**src/rtl/fold_encoder_pkg.sv**
```systemverilog
package fold_encoder_pkg;

    localparam int CRS_CMP   = 9;
    localparam int FINE_CMP  = 63;
    localparam int FOLD_MAX  = 8;
    localparam int IDX_W     = $clog2(FOLD_MAX + 1);
    localparam int CNT_W     = $clog2(FINE_CMP);
    localparam int FIELD_W   = 6;
    localparam int SUM_W     = FIELD_W + 1;
    localparam int CRS_W     = 3;
    localparam int CODE_W    = CRS_W + FIELD_W;

    typedef struct packed {
        logic                valid;
        logic [CRS_CMP-1:0]  crs;
        logic [FINE_CMP-1:0] fine;
    } raw_sample_t;

    typedef struct packed {
        logic [CRS_W-1:0] crs;
        logic             sat;
    } crs_entry_t;

    typedef struct packed {
        logic              valid;
        logic [CODE_W-1:0] code;
    } enc_out_t;

    // Offset added to the fine residue: 64 minus the fold index.
    function automatic logic [SUM_W-1:0] offset_rom(input logic [IDX_W-1:0] idx);
        logic [SUM_W-1:0] v;
        case (idx)
            4'd0:    v = 7'd64;
            4'd1:    v = 7'd63;
            4'd2:    v = 7'd62;
            4'd3:    v = 7'd61;
            4'd4:    v = 7'd60;
            4'd5:    v = 7'd59;
            4'd6:    v = 7'd58;
            4'd7:    v = 7'd57;
            4'd8:    v = 7'd56;
            default: v = 7'd56;
        endcase
        return v;
    endfunction

    // Coarse field when the adder borrowed (top sum bit clear).
    function automatic crs_entry_t borrow_rom(input logic [IDX_W-1:0] idx);
        crs_entry_t e;
        e.sat = 1'b0;
        case (idx)
            4'd0:    e.crs = 3'd0;
            4'd1:    e.crs = 3'd0;
            4'd2:    e.crs = 3'd1;
            4'd3:    e.crs = 3'd2;
            4'd4:    e.crs = 3'd3;
            4'd5:    e.crs = 3'd4;
            4'd6:    e.crs = 3'd5;
            4'd7:    e.crs = 3'd6;
            4'd8:    e.crs = 3'd7;
            default: begin e.crs = 3'd7; e.sat = 1'b1; end
        endcase
        return e;
    endfunction

    // Coarse field when the adder did not borrow (top sum bit set).
    function automatic crs_entry_t direct_rom(input logic [IDX_W-1:0] idx);
        crs_entry_t e;
        e.sat = 1'b0;
        case (idx)
            4'd0:    e.crs = 3'd0;
            4'd1:    e.crs = 3'd1;
            4'd2:    e.crs = 3'd2;
            4'd3:    e.crs = 3'd3;
            4'd4:    e.crs = 3'd4;
            4'd5:    e.crs = 3'd5;
            4'd6:    e.crs = 3'd6;
            4'd7:    e.crs = 3'd7;
            default: begin e.crs = 3'd7; e.sat = 1'b1; end
        endcase
        return e;
    endfunction

endpackage

```
**src/rtl/fold_coarse_decode.sv**
```systemverilog
module fold_coarse_decode
    import fold_encoder_pkg::*;
#(
    parameter int N_CMP   = CRS_CMP,
    parameter int MAX_IDX = FOLD_MAX,
    parameter int W       = IDX_W
) (
    input  logic [N_CMP-1:0] therm,
    output logic [W-1:0]     idx,
    output logic             odd
);
    int   run_len;
    logic run;

    always_comb begin
        run_len = 0;
        run     = 1'b1;
        for (int i = 0; i < N_CMP; i++) begin
            if (run && therm[i]) begin
                run_len = run_len + 1;
            end else begin
                run = 1'b0;
            end
        end
        if (run_len > MAX_IDX) begin
            run_len = MAX_IDX;
        end
        idx = W'(run_len);
        odd = idx[0];
    end
endmodule

```
**src/rtl/fold_fine_decode.sv**
```systemverilog
module fold_fine_decode
    import fold_encoder_pkg::*;
#(
    parameter int N_CMP = FINE_CMP,
    parameter int W     = CNT_W
) (
    input  logic [N_CMP-1:0] therm,
    input  logic             odd_fold,
    output logic [W-1:0]     residue
);
    localparam int TOP = N_CMP - 1;

    int         ones;
    logic [W-1:0] cnt;

    always_comb begin
        ones = 0;
        for (int i = 0; i < N_CMP; i++) begin
            ones = ones + int'(therm[i]);
        end
        if (ones > TOP) begin
            ones = TOP;
        end
        cnt     = W'(ones);
        residue = odd_fold ? (W'(TOP) - cnt) : cnt;
    end
endmodule

```
**src/rtl/fold_code_merge.sv**
```systemverilog
module fold_code_merge
    import fold_encoder_pkg::*;
(
    input  logic [IDX_W-1:0]  idx,
    input  logic [CNT_W-1:0]  residue,
    output logic [CODE_W-1:0] code
);
    logic [SUM_W-1:0] sum;
    crs_entry_t       sel;

    always_comb begin
        sum = SUM_W'(residue) + offset_rom(idx);
        sel = sum[SUM_W-1] ? direct_rom(idx) : borrow_rom(idx);
        if (sel.sat) begin
            code = '1;
        end else begin
            code = {sel.crs, sum[FIELD_W-1:0]};
        end
    end
endmodule

```
**src/rtl/fold_encoder.sv**
```systemverilog
module fold_encoder
    import fold_encoder_pkg::*;
(
    input  logic                clk,
    input  logic                rst,
    input  logic                in_valid,
    input  logic [CRS_CMP-1:0]  coarse_therm,
    input  logic [FINE_CMP-1:0] fine_therm,
    output logic                out_valid,
    output logic [CODE_W-1:0]   out_code
);
    raw_sample_t       s1;
    enc_out_t          s2;
    logic [IDX_W-1:0]  fold_idx;
    logic              fold_odd;
    logic [CNT_W-1:0]  fold_res;
    logic [CODE_W-1:0] merged;

    always_ff @(posedge clk) begin
        if (rst) begin
            s1 <= '0;
        end else begin
            s1.valid <= in_valid;
            s1.crs   <= coarse_therm;
            s1.fine  <= fine_therm;
        end
    end

    fold_coarse_decode u_crs (
        .therm (s1.crs),
        .idx   (fold_idx),
        .odd   (fold_odd)
    );

    fold_fine_decode u_fine (
        .therm    (s1.fine),
        .odd_fold (fold_odd),
        .residue  (fold_res)
    );

    fold_code_merge u_merge (
        .idx     (fold_idx),
        .residue (fold_res),
        .code    (merged)
    );

    always_ff @(posedge clk) begin
        if (rst) begin
            s2 <= '0;
        end else begin
            s2.valid <= s1.valid;
            if (s1.valid) begin
                s2.code <= merged;
            end
        end
    end

    assign out_valid = s2.valid;
    assign out_code  = s2.code;
endmodule

```
**config.mk**
```make
export PLATFORM = sky130hd
export DESIGN_NAME = fold_encoder
export DESIGN_NICKNAME = d
export VERILOG_FILES = /design/src/rtl/fold_encoder_pkg.sv /design/src/rtl/fold_coarse_decode.sv /design/src/rtl/fold_fine_decode.sv /design/src/rtl/fold_code_merge.sv /design/src/rtl/fold_encoder.sv
export SDC_FILE = /design/constraint.sdc
export NUM_CORES = 1
export LEC_CHECK = 0
export ABC_AREA = 1
export CAP_MARGIN = 40
export CORE_MARGIN = 4
export CORE_UTILIZATION = 50
export DETAILED_ROUTE_END_ITERATION = 10
export PLACE_DENSITY = 0.72
export SYNTH_ARGS = -nofsm -noshare
export SYNTH_HDL_FRONTEND = slang
export SYNTH_SLANG_ARGS = --single-unit
export TNS_END_PERCENT = 10
```
**constraint.sdc**
```tcl
create_clock -name clk -period 10.6 [get_ports clk]
set_input_delay 1.06 -clock clk [delete_from_list [all_inputs] [get_ports clk]]
set_output_delay 1.06 -clock clk [all_outputs]
set_load 0.005 [all_outputs]
```
==> results of run 1 <==
cells in the mapped netlist (8+ instances only):
library cell	instances	share of area [%]
clkbuf_1	11	0.77
xor2_1	8	1.3
inv_1	219	15
fa_1	54	20
nor2_1	116	8.1
a21oi_1	12	1.1
ha_1	35	8.1
nand3_1	27	2.5
o21ai_0	14	1.3
nand2_1	64	4.5
dfxtp_1	83	31
cell families after synthesis:
family / count (synthesis) / synth area share [%]
fa+ha+maj: 89 / 28.2
compound gates: 35 / 3.35
buf+inv: 233 / 16.3
flops: 83 / 30.9
simple gates: 237 / 19.5
xor+xnor: 11 / 1.79
worst max path at each step:
stage	startpoint	endpoint	slack [ns]	cells after the start
after floorplan	s1[0]$_SDFF_PP0_	out_code[8]$_SDFFE_PP0P_	2.43	37
after global placement	s1[0]$_SDFF_PP0_	out_code[8]$_SDFFE_PP0P_	2.19	37
after detailed placement	s1[0]$_SDFF_PP0_	out_code[8]$_SDFFE_PP0P_	1.94	37
after CTS	s1[0]$_SDFF_PP0_	out_code[8]$_SDFFE_PP0P_	1.90	37
after global routing	s1[0]$_SDFF_PP0_	out_code[1]$_SDFFE_PP0P_	1.27	39
final	s1[0]$_SDFF_PP0_	out_code[8]$_SDFFE_PP0P_	1.93	37
flip-flops by register name (all words and copies together), names as in the netlist:
register,flops
out_code,9
out_valid,1
s1,73
area by class of cell:
class | instances | share of cell area [%]
Multi-Input combinational cell | 372 | 43.4
Clock inverter | 5 | 0.937
Sequential cell | 83 | 25.4
Clock buffer | 11 | 2.01
Tap cell | 136 | 2.60
Inverter | 222 | 12.7
Timing Repair Buffer | 85 | 12.9
per-stage QoR:
stage / util, % / setup WS [ns] / hold slack [ns] / std cells / instance area, sq um
5_1_grt: 62.8 / 1.27 / 0.565 / 914 / 6540
3_5_place_dp: 61.0 / 1.94 / 0.508 / 898 / 6350
2_1_floorplan: - / 2.43 / 0.503 / 688 / 5380
4_1_cts: 62.8 / 1.90 / 0.529 / 914 / 6540
3_3_place_gp: 61.0 / 2.19 / 0.501 / 898 / 6350
6_report: 62.8 / 1.93 / 0.520 / 914 / 6540
per-layer routing:
metal | routed length (um) | up-vias | track usage (%)
li1 | - | 2118 | -
met1 | 3820 | 1887 | 17.2
met2 | 5320 | 68 | 32.1
met3 | 385 | 14 | 3.37
met4 | 154 | 0 | 6.08
met5 | 0 | - | 0
tightest hold or removal path, stage by stage (launching register included):
cell     delay (ns)
dfxtp_1        0.33
o21ai_0        0.07
nor2_1         0.09
==> impl_metrics.ini, run 1 <==
[layout]
area_delta_synth_final_pct = 21.7
num_antenna_cells = 0
register_area_sq_um = 1660
final_cell_mix = inv_1 (219), nor2_1 (116), clkdlybuf4s50_1 (83), dfxtp_1 (83), nand2_1 (64)
final_common_cell = inv_1
multi_input_area_sq_um = 2840
drive_gt1_share_pct = 5.27
fillers = 916
nets = 937

[placed_design]
hpwl_um = 7830
portBuffers = 84
gp_congestion = 0.790

[floorplanning]
fp.coreArea_sq_um = 10400
pin_count = 85
dieArea_sq_um = 12500
die_width_um = 112
rows = 37
start_util_pct = 51.6
die_h_um = 112

[clocking]
cts_root_buffer = clkbuf_8
cts-htree-levels = 3
ctsResizeCount = 0
insertion_delay_ns = 0.36
clock_path_buffers = 2
numCtsBuffers = 9
cts_tree = built
cts_setup_buffers = 0
postCtsHoldBufs = 0
cts.sinks = 83
path_clk_slew_ns = 0.08

[logic_synthesis]
synth_edf_count = 0
yosys_warnings = 0
ys_types = 30
avgSynthCellArea_sq_um = 7.82
syn-instance-count = 688
ys_seq_area_share_pct = 30.9
async_reset_ff_share_pct = 0
syn_nets = 852
synth-seq-cells = 83
synth_area_sq_um = 5380
ys.flop_type = dfxtp_1

[critical_path]
cp-start-kind = flip-flop
crit_path_max_incr_delay_ns = 0.54
path_common_cell = fa_1
critical_path_buf_inv_count = 8
cp_max_fo = 7
crit_path_end_kind = flip-flop
crit_type = flip-flop to flip-flop
cp_top_family = adder cells
crit_required_ns = 10.90
rrSetupSlack_ns = 1.93
cp.arrival_ns = 8.97
slowest_stage = fa_1
worst_r2r_endpoint = out_code[8]$_SDFFE_PP0P_
rr_startpoint = s1[0]$_SDFF_PP0_
r2r_cells = 37

[detailed_routing]
post-route-drc-count = 0
drt_iter0_drc = 127
ant_nets = 0
wl_um = 9670
wl_per_cell_um = 10.6
dr_total_vias = 4087
first_pass_iters = 4
vias_per_cell = 4.47

[timing]
setup_violations = 0
min_period_ns = 8.67
post-route-period-util_pct = 81.8
fin_skew_ns = 0.0104
final.setup.tns_ns = 0
max_clock_freq_mhz = 115
final_hold_viol_count = 0
slew_headroom_pct = 47.9
maxSlewViolCount = 0
worst_slew_pin_slew_ns = 0.781
rsz0062_at_grt = false

[global_route]
track_usage_pct = 16.5
grt_pass1_vias = 4266
antenna_found_initial = 0
grt_overflow = 0
grt_max_degree = 82
grt_pass1_wl_um = 17100

[worst_hold_path]
holdPathStages = 2
min-delay-start = out_code[7]$_SDFFE_PP0P_
whs_endpoint = out_code[7]$_SDFFE_PP0P_
hp-class = flip-flop to flip-flop

[run_status]
status = finished, final reports clean

[job]
cap_violations = 0
Power of run 1 is not shown: default switching activity piles up to over one toggle a cycle in this logic, so the estimate is an artifact.
==> run 2, diff against run 1 <==
CORE_UTILIZATION = 49   (was 50)
PLACE_DENSITY = 0.74   (was 0.72)
clock period = 7.25 ns   (was 10.6 ns; I/O delays follow)
==> impl_metrics.ini, run 2 (synthesis gave the netlist of run 1 again) <==
[run_status]
status = complete, but fails checks
violations = setup timing

[timing]
final.setup.tns_ns = -7.27
post-route-period-util_pct = 111
final_hold_viol_count = 0
rsz0062_at_grt = true
worst_slew_pin_slew_ns = 0.782
worst_slack_ns = -0.832
slew_headroom_pct = 47.8
setup_violations = 9
max_clock_freq_mhz = 124
maxSlewViolCount = 0
fin_skew_ns = 0.0130
min_period_ns = 8.08

[critical_path]
slowest_stage = fa_2
cp.arrival_ns = 8.34
critical_path_buf_inv_count = 8
crit_path_end_kind = flip-flop
rr_startpoint = s1[0]$_SDFF_PP0_
cp_max_fo = 7
crit_path_start = s1[0]$_SDFF_PP0_
crit_path_max_incr_delay_ns = 0.58
cp_top_family = adder cells
cp-start-kind = flip-flop
crit_type = flip-flop to flip-flop
crit_required_ns = 7.51

[clocking]
insertion_delay_ns = 0.36
path_clk_slew_ns = 0.08
cts.sinks = 83
clock_path_buffers = 2
numCtsBuffers = 9
cts_root_buffer = clkbuf_8
postCtsHoldBufs = 0
cts_tree = built
cts-htree-levels = 3

[detailed_routing]
wl_um = 9880
ant_nets = 0
wl_per_cell_um = 10.5
dr_total_vias = 4171
vias_per_cell = 4.43
first_pass_iters = 4
post-route-drc-count = 0
drt_iter0_drc = 147

[floorplanning]
rows = 37
dieArea_sq_um = 12700
pin_count = 85
die_width_um = 113
fp.coreArea_sq_um = 10500
start_util_pct = 51.2
die_h_um = 113

[layout]
num_antenna_cells = 0
drive_gt1_share_pct = 11.9
nets = 964
final_cell_mix = inv_1 (216), nor2_1 (113), clkdlybuf4s50_1 (83), dfxtp_1 (83), nand2_1 (62)
final_common_cell = inv_1
largest_reg_flops = 73
fin_area_sq_um = 6890
fillers = 837
area_delta_synth_final_pct = 28.2
regMostFlops = s1

[placed_design]
hpwl_um = 7920
place_ws_ns = -0.855
dpl-instance-area_sq_um = 6560
gp_congestion = 0.794
portBuffers = 84

[global_route]
grt_max_degree = 82
grt_pass1_vias = 4409
grt_pass1_wl_um = 17900
grt_overflow = 0
antenna_found_initial = 0
track_usage_pct = 17.0

[worst_hold_path]
min-delay-start = out_code[6]$_SDFFE_PP0P_
hp-class = flip-flop to flip-flop

[job]
cap_violations = 0
run 2: cell types whose count changed in the layout (fill, tap and decap cells not counted), moves of 4 or more:
cell | before | now
a21oi_1 | 12 | 6
a21oi_2 | 0 | 6
buf_4 | 1 | 28
fa_1 | 54 | 49
fa_2 | 0 | 5
ha_1 | 35 | 30
ha_4 | 0 | 5
o21ai_0 | 14 | 10
run 2: tightest hold or removal path, delay by kind of cell (launching register included):
kind            cells  cell delay [ns]
compound gates      1             0.07
flops               1             0.33
simple gates        1             0.09
run 2: repair_timing:
action	in CTS	in global routing
buffers inserted	4	2
pin swaps	4	12
endpoints found under the setup margin	9	9
resized for setup	10	9
run 2: final timing paths:
check                             endpoint  slack (ns)  depth (start not counted)
setup / recovery  out_code[3]$_SDFFE_PP0P_       -0.83                         38
hold / removal    out_code[6]$_SDFFE_PP0P_        0.52                          2
setup reg to reg  out_code[3]$_SDFFE_PP0P_       -0.83                         38
hold reg to reg   out_code[6]$_SDFFE_PP0P_        0.52                          2
run 2: cell type report:
cell class,count,area [sq um],share of cell area (%)
clock buffer,13,149,2.16
clock inverter,3,47.5,0.690
inverter,222,833,12.1
multi-input combinational,372,2990,43.3
sequential,83,1660,24.1
tap,136,170,2.47
timing repair buffer,112,1050,15.2
run 2: through the flow:
step                      hold WS (ns)  util (%)  std cells
final                            0.520      65.6        941
after global routing             0.599      65.6        941
after CTS                        0.530      65.0        939
after detailed placement         0.509      62.4        919
after global placement           0.500      62.4        919
after floorplan                  0.503         -        688
run 2: layer usage:
metal | vias up | part of all wire [%] | track usage [%]
met5 | - | 0 | 0
met1 | 1903 | 42 | 19.8
met2 | 72 | 53 | 30.4
met4 | 0 | 1.6 | 5.53
li1 | 2178 | - | -
met3 | 18 | 3.6 | 4.49
Power of run 2 is left out for the same reason.
==> run 3, diff against run 2 <==
ABC_AREA = 0   (was 1)
==> impl_metrics.ini, run 3 <==
[timing]
rsz0062_at_grt = true
slew_headroom_pct = 47.4
post-route-period-util_pct = 116
fin_skew_ns = 0.00549
min_period_ns = 8.45
worst_slack_ns = -1.20
final_hold_viol_count = 0
setup_violations = 9
maxSlewViolCount = 0
whs_ns = 0.483
max_clock_freq_mhz = 118
worst_slew_pin_slew_ns = 0.789

[logic_synthesis]
ys_seq_area_share_pct = 31.3
yosys_warnings = 0
synth_edf_count = 0
netlist.area_leader.share_pct = 31.3
async_reset_ff_share_pct = 0
syn_nets = 719
ys_types = 60
avgSynthCellArea_sq_um = 9.56
synth_most_common_cell = inv_1
synth_area_sq_um = 5310
ys.flop_type = dfxtp_1
netlist_top_cells_area = dfxtp_1 (31%), fa_1 (20%), nor2b_1 (9.7%)
ys_top_cells_by_count = inv_1 (103), dfxtp_1 (83), nor2b_1 (82)
syn-instance-count = 555
synth_top_area_cell = dfxtp_1
synth-seq-cells = 83

[floorplanning]
die_h_um = 112
die_width_um = 112
start_util_pct = 50.9
rows = 37
pin_count = 85
fp.coreArea_sq_um = 10400
dieArea_sq_um = 12600

[placed_design]
gp_congestion = 0.844
hpwl_um = 7990
placed_cells = 789
portBuffers = 84

[clocking]
insertion_delay_ns = 0.37
cts-htree-levels = 3
cts_tree = built
cts_root_buffer = clkbuf_8
path_clk_slew_ns = 0.09
numCtsBuffers = 9
clock_path_buffers = 2
cts.sinks = 83

[run_status]
violations = setup timing
status = complete, but fails checks

[layout]
final_core_util_pct = 65.5
drive_gt1_share_pct = 12.5
num_antenna_cells = 0
largest_reg_flops = 73
nets = 832
fillers = 853
multi_input_area_sq_um = 3290
post_layout_nonfiller_instances = 809
register_area_sq_um = 1660
final_cell_mix = inv_1 (101), clkdlybuf4s50_1 (83), dfxtp_1 (82)
regMostFlops = s1
area_delta_synth_final_pct = 28.6
final_common_cell = inv_1

[detailed_routing]
drt_iter0_drc = 115
vias_per_cell = 4.86
ant_nets = 0
post-route-drc-count = 0
dr_total_vias = 3928
met2_length_um = 5350
wl_um = 10400
wl_met3_um = 413
drt-met1-wl_um = 4340
first_pass_iters = 4
wl_per_cell_um = 12.8
routed.top_layer = met4

[global_route]
grt_pass1_wl_um = 17800
grt_overflow = 0
track_usage_pct = 17.3
antenna_found_initial = 0
grt_max_degree = 84
grt_pass1_vias = 4015

[critical_path]
path_common_cell = fa_1
crit_path_end_kind = flip-flop
crit_required_ns = 7.47
crit_path_start = s1[1]$_SDFF_PP0_
rr_startpoint = s1[1]$_SDFF_PP0_
crit_type = flip-flop to flip-flop
crit_path_max_incr_delay_ns = 0.55
cp_max_fo = 6
cp.arrival_ns = 8.66
cp_top_family = adder cells
slowest_stage = fa_2
cp-start-kind = flip-flop
critical_path_buf_inv_count = 2

[worst_hold_path]
min-delay-start = out_code[8]$_SDFFE_PP0P_
hp-class = flip-flop to flip-flop

[job]
cap_violations = 0
## run 3: stage by stage
step                      cell area, sq um  TNS, ns  setup WS (ns)
after global placement                6540    -9.16          -1.04
after floorplan                       5370    -7.68         -0.907
after detailed placement              6540   -11.35          -1.28
after global routing                  6820   -13.67          -1.54
final                                 6820   -10.62          -1.20
after CTS                             6800   -10.56          -1.19
## run 3: kinds of logic after synthesis
group | count (synthesis) | share of synthesized area [%]
and+or+nand+nor | 159 | 16.6
buffers and inverters | 122 | 8.87
adders and majority gates | 89 | 28.6
AOI/OAI and AO/OA | 85 | 11.4
DFF | 83 | 31.3
xor gates and xnor gates | 12 | 2.12
muxes | 5 | 1.06
## run 3: final timing paths
path,endpoint,slack (ns),depth (start not counted)
min,out_code[8]$_SDFFE_PP0P_,0.48,2
min reg2reg,out_code[8]$_SDFFE_PP0P_,0.48,2
max reg2reg,out_code[0]$_SDFFE_PP0P_,-1.20,29
max,out_code[0]$_SDFFE_PP0P_,-1.20,29
## run 3: area by class of cell
class	instances	share of cell area [%]
clock inverters	6	1.05
repair buffers	119	16.1
flip-flops and latches	83	24.4
multi-input cells	350	48.2
inverters	105	5.78
clock buffers	10	2.02
well taps	136	2.49
## run 3: what timing repair did
item / in CTS / in global routing
setup endpoints to repair: 9 / 9
gates resized for setup: 3 / 7
hold buffers: 0 / 0
setup buffers: 4 / 0
gates cloned: 0 / 0
pin swaps: 4 / 4
## run 3: worst min-delay path: stages (launching register included)
cell and delay (ns):
dfxtp_1 0.32, nor2_1 0.08, nor3_1 0.05
## run 3: routing by layer
layer  vias up  track usage (%)
met3        21             3.13
met1      1855             21.0
li1       1975                -
met5         -                0
met2        77             29.9
met4         0             7.85
Power of run 3 is left out for the same reason.
